<file path="config.mk">
export PLATFORM = sky130hd
export DESIGN_NAME = rx_silo
export DESIGN_NICKNAME = d
export VERILOG_FILES = /design/src/rtl/rxs_pkg.sv /design/src/rtl/rxs_store.sv /design/src/rtl/rxs_ovr.sv /design/src/rtl/rxs_ctl.sv /design/src/rtl/rx_silo.sv
export SDC_FILE = /design/constraint.sdc
export NUM_CORES = 1
export LEC_CHECK = 0
export ABC_AREA = 1
export BUFFER_PORTS_ARGS = -buffer_cell sky130_fd_sc_hd__buf_2
export CAP_MARGIN = 20
export CELL_PAD_IN_SITES_DETAIL_PLACEMENT = 1
export CELL_PAD_IN_SITES_GLOBAL_PLACEMENT = 2
export CORE_MARGIN = 2
export CORE_UTILIZATION = 48
export DETAILED_ROUTE_END_ITERATION = 6
export PLACE_DENSITY_LB_ADDON = 0.1
export SYNTH_ARGS = -nofsm -noshare
export SYNTH_HDL_FRONTEND = slang
export SYNTH_SLANG_ARGS = --single-unit
</file>
<file path="constraint.sdc">
create_clock -name clk -period 5.2 [get_ports clk]
set_clock_uncertainty 0.15 [all_clocks]
set_input_delay 0 -clock clk [delete_from_list [all_inputs] [get_ports clk]]
set_output_delay 0 -clock clk [all_outputs]
set_load 0.01 [all_outputs]
</file>
<file path="src/rtl/rxs_pkg.sv">
package rxs_pkg;
  localparam int TAG_W  = 4;
  localparam int CHAR_W = 8;
  localparam int LVL_W  = 8;

  localparam int B_SI  = 14;
  localparam int B_SIE = 12;
  localparam int B_MC  = 11;
  localparam int B_RI  = 7;
  localparam int B_RIE = 6;

  typedef struct packed {
    logic              ovr;
    logic              ferr;
    logic              perr;
    logic [TAG_W-1:0]  line;
    logic [CHAR_W-1:0] ch;
  } entry_t;

  // Read-side word: valid marker on top, all zero when nothing is held.
  function automatic logic [15:0] word_of(input logic valid, input entry_t e);
    return valid ? {1'b1, e} : 16'h0000;
  endfunction

  // Alarm condition: some data held and the level has reached the threshold.
  function automatic logic alarm_hit(input logic [LVL_W-1:0] lvl,
                                     input logic [LVL_W-1:0] alm);
    return (lvl != '0) && (lvl >= alm);
  endfunction

  function automatic logic [15:0] ctl_word(input logic si, input logic sie,
                                           input logic ri, input logic rie);
    logic [15:0] w;
    w        = '0;
    w[B_SI]  = si;
    w[B_SIE] = sie;
    w[B_RI]  = ri;
    w[B_RIE] = rie;
    return w;
  endfunction
endpackage

</file>
<file path="src/rtl/rxs_store.sv">
module rxs_store #(
  parameter int DEPTH = 64,
  parameter int EW    = 15,
  localparam int AW   = $clog2(DEPTH),
  localparam int CW   = $clog2(DEPTH + 1)
) (
  input  logic          clk,
  input  logic          rst_n,
  input  logic          clr,
  input  logic          push,
  input  logic          pop,
  input  logic [EW-1:0] wentry,
  output logic [EW-1:0] head,
  output logic [CW-1:0] level
);
  logic [EW-1:0] mem [DEPTH];
  logic [AW-1:0] wp, rp;

  function automatic logic [AW-1:0] nxt(input logic [AW-1:0] p);
    return (p == AW'(DEPTH - 1)) ? '0 : p + 1'b1;
  endfunction

  always_ff @(posedge clk) begin
    if (push && !clr) mem[wp] <= wentry;
  end

  always_ff @(posedge clk or negedge rst_n) begin
    if (!rst_n) begin
      wp    <= '0;
      rp    <= '0;
      level <= '0;
    end else if (clr) begin
      wp    <= '0;
      rp    <= '0;
      level <= '0;
    end else begin
      if (push) wp <= nxt(wp);
      if (pop)  rp <= nxt(rp);
      unique case ({push, pop})
        2'b10:   level <= level + 1'b1;
        2'b01:   level <= level - 1'b1;
        default: level <= level;
      endcase
    end
  end

  assign head = mem[rp];
endmodule

</file>
<file path="src/rtl/rxs_ovr.sv">
module rxs_ovr #(
  parameter int NLINES = 16,
  localparam int LW    = $clog2(NLINES)
) (
  input  logic          clk,
  input  logic          rst_n,
  input  logic          clr,
  input  logic          drop,
  input  logic          accept,
  input  logic [LW-1:0] line,
  output logic          pend_sel
);
  logic [NLINES-1:0] pend;

  for (genvar i = 0; i < NLINES; i++) begin : g_line
    always_ff @(posedge clk or negedge rst_n) begin
      if (!rst_n)                             pend[i] <= 1'b0;
      else if (clr)                           pend[i] <= 1'b0;
      else if (drop && line == LW'(i))        pend[i] <= 1'b1;
      else if (accept && line == LW'(i))      pend[i] <= 1'b0;
    end
  end

  assign pend_sel = pend[line];
endmodule

</file>
<file path="src/rtl/rxs_ctl.sv">
module rxs_ctl #(
  parameter int CW = 7
) (
  input  logic          clk,
  input  logic          rst_n,
  input  logic          ctl_wr,
  input  logic [15:0]   ctl_wdata,
  input  logic          alm_wr,
  input  logic [CW-1:0] alm_wdata,
  input  logic          hit,
  output logic          mc,
  output logic          rie,
  output logic          sie,
  output logic          si,
  output logic [CW-1:0] alarm
);
  import rxs_pkg::*;

  assign mc = ctl_wr && ctl_wdata[B_MC];

  always_ff @(posedge clk or negedge rst_n) begin
    if (!rst_n) begin
      rie   <= 1'b0;
      sie   <= 1'b0;
      si    <= 1'b0;
      alarm <= '0;
    end else begin
      if (alm_wr) alarm <= alm_wdata;
      if (ctl_wr) begin
        rie <= ctl_wdata[B_RIE];
        sie <= ctl_wdata[B_SIE];
      end
      if (mc)                            si <= 1'b0;
      else if (hit)                      si <= 1'b1;
      else if (ctl_wr && !ctl_wdata[B_SI]) si <= 1'b0;
    end
  end
endmodule

</file>
<file path="src/rtl/rx_silo.sv">
module rx_silo #(
  parameter int NLINES = 16,
  parameter int DEPTH  = 64,
  localparam int LW    = $clog2(NLINES),
  localparam int CW    = $clog2(DEPTH + 1)
) (
  input  logic          clk,
  input  logic          rst_n,
  input  logic          wr_stb,
  input  logic [LW-1:0] wr_line,
  input  logic [7:0]    wr_char,
  input  logic          wr_perr,
  input  logic          wr_ferr,
  input  logic          rd_stb,
  output logic [15:0]   rd_word,
  input  logic          ctl_wr,
  input  logic [15:0]   ctl_wdata,
  output logic [15:0]   ctl_rdata,
  input  logic          alm_wr,
  input  logic [CW-1:0] alm_wdata,
  output logic [CW-1:0] alm_rdata,
  output logic          irq_rx,
  output logic          irq_store
);
  import rxs_pkg::*;
  localparam int EW = $bits(entry_t);

  logic          mc, rie, sie, si, hit, pend_sel;
  logic          full, empty, pop_ok, push_ok, drop;
  logic [CW-1:0] level, alarm;
  logic [EW-1:0] head_bits;
  entry_t        in_entry, head;

  assign full    = (level == CW'(DEPTH));
  assign empty   = (level == '0);
  assign pop_ok  = rd_stb && !empty && !mc;
  assign push_ok = wr_stb && !mc && (!full || pop_ok);
  assign drop    = wr_stb && !mc && full && !pop_ok;
  assign hit     = alarm_hit(LVL_W'(level), LVL_W'(alarm));

  assign in_entry = '{ovr: pend_sel, ferr: wr_ferr, perr: wr_perr,
                      line: TAG_W'(wr_line), ch: wr_char};

  rxs_store #(.DEPTH(DEPTH), .EW(EW)) u_store (
    .clk(clk), .rst_n(rst_n), .clr(mc), .push(push_ok), .pop(pop_ok),
    .wentry(in_entry), .head(head_bits), .level(level)
  );

  rxs_ovr #(.NLINES(NLINES)) u_ovr (
    .clk(clk), .rst_n(rst_n), .clr(mc), .drop(drop), .accept(push_ok),
    .line(wr_line), .pend_sel(pend_sel)
  );

  rxs_ctl #(.CW(CW)) u_ctl (
    .clk(clk), .rst_n(rst_n), .ctl_wr(ctl_wr), .ctl_wdata(ctl_wdata),
    .alm_wr(alm_wr), .alm_wdata(alm_wdata), .hit(hit), .mc(mc),
    .rie(rie), .sie(sie), .si(si), .alarm(alarm)
  );

  assign head      = entry_t'(head_bits);
  assign rd_word   = word_of(!empty, head);
  assign ctl_rdata = ctl_word(si, sie, !empty, rie);
  assign alm_rdata = alarm;
  assign irq_rx    = !empty && rie;
  assign irq_store = si && sie;
endmodule

</file>
==> flow_summary.ini <==
[worst_setup_path]
crit_chain = inv_8 -> buf_4 -> o21ai_0 -> o221ai_1 -> nand3_1 -> nand3_1 -> nand3_1 -> a21oi_1 -> buf_2
startpoint_type = flop
worst-path-max-fanout = 110
endpoint_kind = output pin
cp_common_cell = nand3_1
crit_type = flop to output pin
max_stage_delay_ns = 0.76
arrival_ns = 4.24
required_ns = 5.05
critical-path-slowest-cell = dfrtp_4

[placement]
portBuffers = 59
gp_congestion = 0.8086
dp_hpwl_um = 66940

[logic_synthesis]
ys_ff_latch = 1005
synth_edf_count = 960
synthFlopType = edfxtp_1
syn_inst = 3065
avgSynthCellArea_um2 = 13.22
yosysWarnings = 0
synth_cell_type_count = 42
ys_seq_area_share_pct = 73.93
async_flop_share_pct = 4.478
netlist_area_um2 = 40520

[cts]
cts_tree = yes
clockBufferDepth = 3
root_buffer = clkbuf_16
insertion_delay_ns = 0.67
htreeDepth = 3
post_cts_resized = 0
numCtsBuffers = 104
cts_setup_buffers = 0
clk_pin_slew_worst_paths_ns = 0.06
clkSinkCount = 1005

[pwr]
switching_share_pct = 34.25
pwr-share-comb_pct = 26.8
power_frac_seq_pct = 39.7
p_leak_nw = 15.18
clkPwrFrac_pct = 33.5
fin_total_pwr_w = 0.02339
power_density_nw_per_um2 = 506.2
power.switching_w = 0.008012
p_int_w = 0.01538
peakVddDrop_mv = 0.4091

[sta]
worst_pin_slew_ns = 1.019
fin_tns_setup_ns = 0
final_max_slew_viol_count = 0
grt_setup_unrepaired = no
min_period_over_period_pct = 84.42
relSlewSlack_pct = 32.06
fin_crit_ns = 4.390
fmaxAchievable_mhz = 227.8
final-hold-violation-count = 0
setup_viol = 0

[route]
drt-pass1-iter-count = 5
routed-via-count = 27100
drc = 0
initialDrtViolationCount = 2624
via_per_inst = 6.221
routedWlPerCell_um = 28.32
routed_wl_um = 123400
ant_nets = 0

[finish]
multi_input_area_um2 = 9136
area_growth_pct = 14.07
drive_above_1_share_pct = 10.84
nFillCells = 8138
nNetsFinal = 3242
regArea_um2 = 29970

[hold_path]
hold_class = primary input to flop

[floorplanning]
die-area_um2 = 86750
core.rowCount = 106
die_w_um = 294.5
ios = 84
die_h_um = 294.5
start_util_pct = 48.49
coreArea_um2 = 83560

[global_route]
grt_use_total_pct = 28.54
grt_remaining_overflow = 0
antenna_found_initial = 4
first_global_vias = 28390
grt_pass1_wl_um = 182900
grt_start_max_net_pins = 170

[run_status]
status = finished clean

[run]
max_cap_violations = 0
## what timing repair did
item,CTS,global route
endpoints found under the setup margin,0,0
endpoints found under the hold margin,835,0
hold buffers,62,0
## routing by layer
metal  up-vias  part of all wire (%)  GRT usage [%]
met5         -                 0.011              0
met4         2                   2.7          8.387
met2       834                    48          46.67
met1     14220                    43          39.89
met3       201                   6.0          4.140
li1      11840                     -              -
## power groups by stage
stage / Combinational [W] / Clock (W) / Sequential [W]
6_report: 0.00628 / 0.00783 / 0.00929
3_5_place_dp: 0.00616 / 0 / 0.00946
2_1_floorplan: 0.00401 / 0 / 0.00922
3_3_place_gp: 0.00590 / 0 / 0.00945
5_1_grt: 0.00685 / 0.00822 / 0.00931
4_1_cts: 0.00625 / 0.00792 / 0.00929
## critical path: cells and delay by family (launching register included)
kind                   cells  cell delay, ns
buffers and inverters      3            1.36
and+or+nand+nor            3            0.60
AOI/OAI and AO/OA          3            0.78
DFF                        1            0.76
## through the flow
stage	instance area, µm²	hold slack [ns]	utilization (%)	std cells	setup WS (ns)
2_1_floorplan	40560	-0.4456	-	3076	2.564
3_3_place_gp	42050	-0.005668	50.32	4100	1.605
3_5_place_dp	42050	0.02296	50.32	4100	1.517
4_1_cts	46220	0.04702	55.31	4356	0.8251
5_1_grt	46220	0.1151	55.31	4357	0.6354
6_report	46220	0.1105	55.31	4357	0.8102
## synthesized netlist by cell type, drive strengths merged (12+ instances only)
| library cell | n | share of area, % |
|---|---|---|
| edfxtp | 960 | 71 |
| clkbuf | 122 | 1.1 |
| dfrtp | 45 | 2.8 |
| nand3 | 230 | 2.9 |
| o22ai | 12 | 0.19 |
| buf | 111 | 1.9 |
| inv | 62 | 0.58 |
| o32ai | 13 | 0.28 |
| nor3 | 20 | 0.25 |
| o221ai | 219 | 4.7 |
| nor2 | 573 | 5.3 |
| o21ai | 506 | 6.3 |
| a21oi | 44 | 0.54 |
| nand2 | 92 | 0.88 |
## layout make-up
cell class,count,area share (%)
clock buffers,131,5.850
multi-input cells,1773,19.77
well taps,1080,2.924
inverters,65,0.5658
diodes,1,0.005414
repair buffers,239,4.223
flip-flops and latches,1005,64.84
clock inverters,63,1.827
## registers in the layout, summed over array words and instances, names as in the netlist
name	count
u_store.wp	6
u_store.mem	960
u_ctl.alarm	7
u_ctl.sie	1
u_store.rp	6
u_store.level	7
u_ctl.rie	1
u_ovr.pend	16
u_ctl.si	1
## cells by family (layout without fill, tap and decap cells)
group           after synthesis  in the layout  synth area share [%]
other cells                   1             13              0.009255
simple gates                926            926                 9.508
xor+xnor                      5              5                0.1081
mux                           1              1               0.02779
buf+inv                     298            498                 3.631
flops                      1005           1005                 73.93
fa+ha+maj                    11             11                0.3397
compound gates              818            818                 12.45
## worst paths after layout
kind	from	to	slack, ns	depth (start not counted)
max in group asynchronous	rst_n	u_store.rp[2]	3.96	4
hold / removal	alm_wr	u_ctl.alarm[2]	0.11	3
min in group asynchronous	rst_n	u_ctl.rie	0.41	4
hold reg to reg	u_ovr.pend[6]	u_ovr.pend[6]	0.40	2
setup reg to reg	u_store.level[2]	u_store.mem[16][14]	1.70	11
setup / recovery	u_store.rp[0]	rd_word[4]	0.81	9
## cell usage in the layout, fill, tap and decap left out, types with 8 or more instances in the layout
cell type | netlist | final
o21ai_0 | 482 | 482
nand4_1 | 10 | 10
conb_1 | 1 | 12
buf_2 | 44 | 59
bufinv_16 | 0 | 19
buf_4 | 35 | 106
nand3_1 | 228 | 228
clkbuf_16 | 0 | 104
o221ai_1 | 219 | 219
dfrtp_1 | 45 | 41
nor3_1 | 20 | 20
inv_1 | 55 | 54
o22ai_1 | 12 | 12
ha_1 | 11 | 11
clkbuf_1 | 120 | 27
dlygate4sd3_1 | 0 | 62
a22oi_1 | 8 | 8
clkinv_1 | 3 | 16
buf_12 | 0 | 12
edfxtp_1 | 960 | 960
o21ai_1 | 24 | 24
a21oi_1 | 44 | 44
nor2_1 | 570 | 570
o32ai_1 | 13 | 13
nand2_1 | 87 | 87
clkinv_2 | 0 | 19
Power figures use the tool's default switching activity.
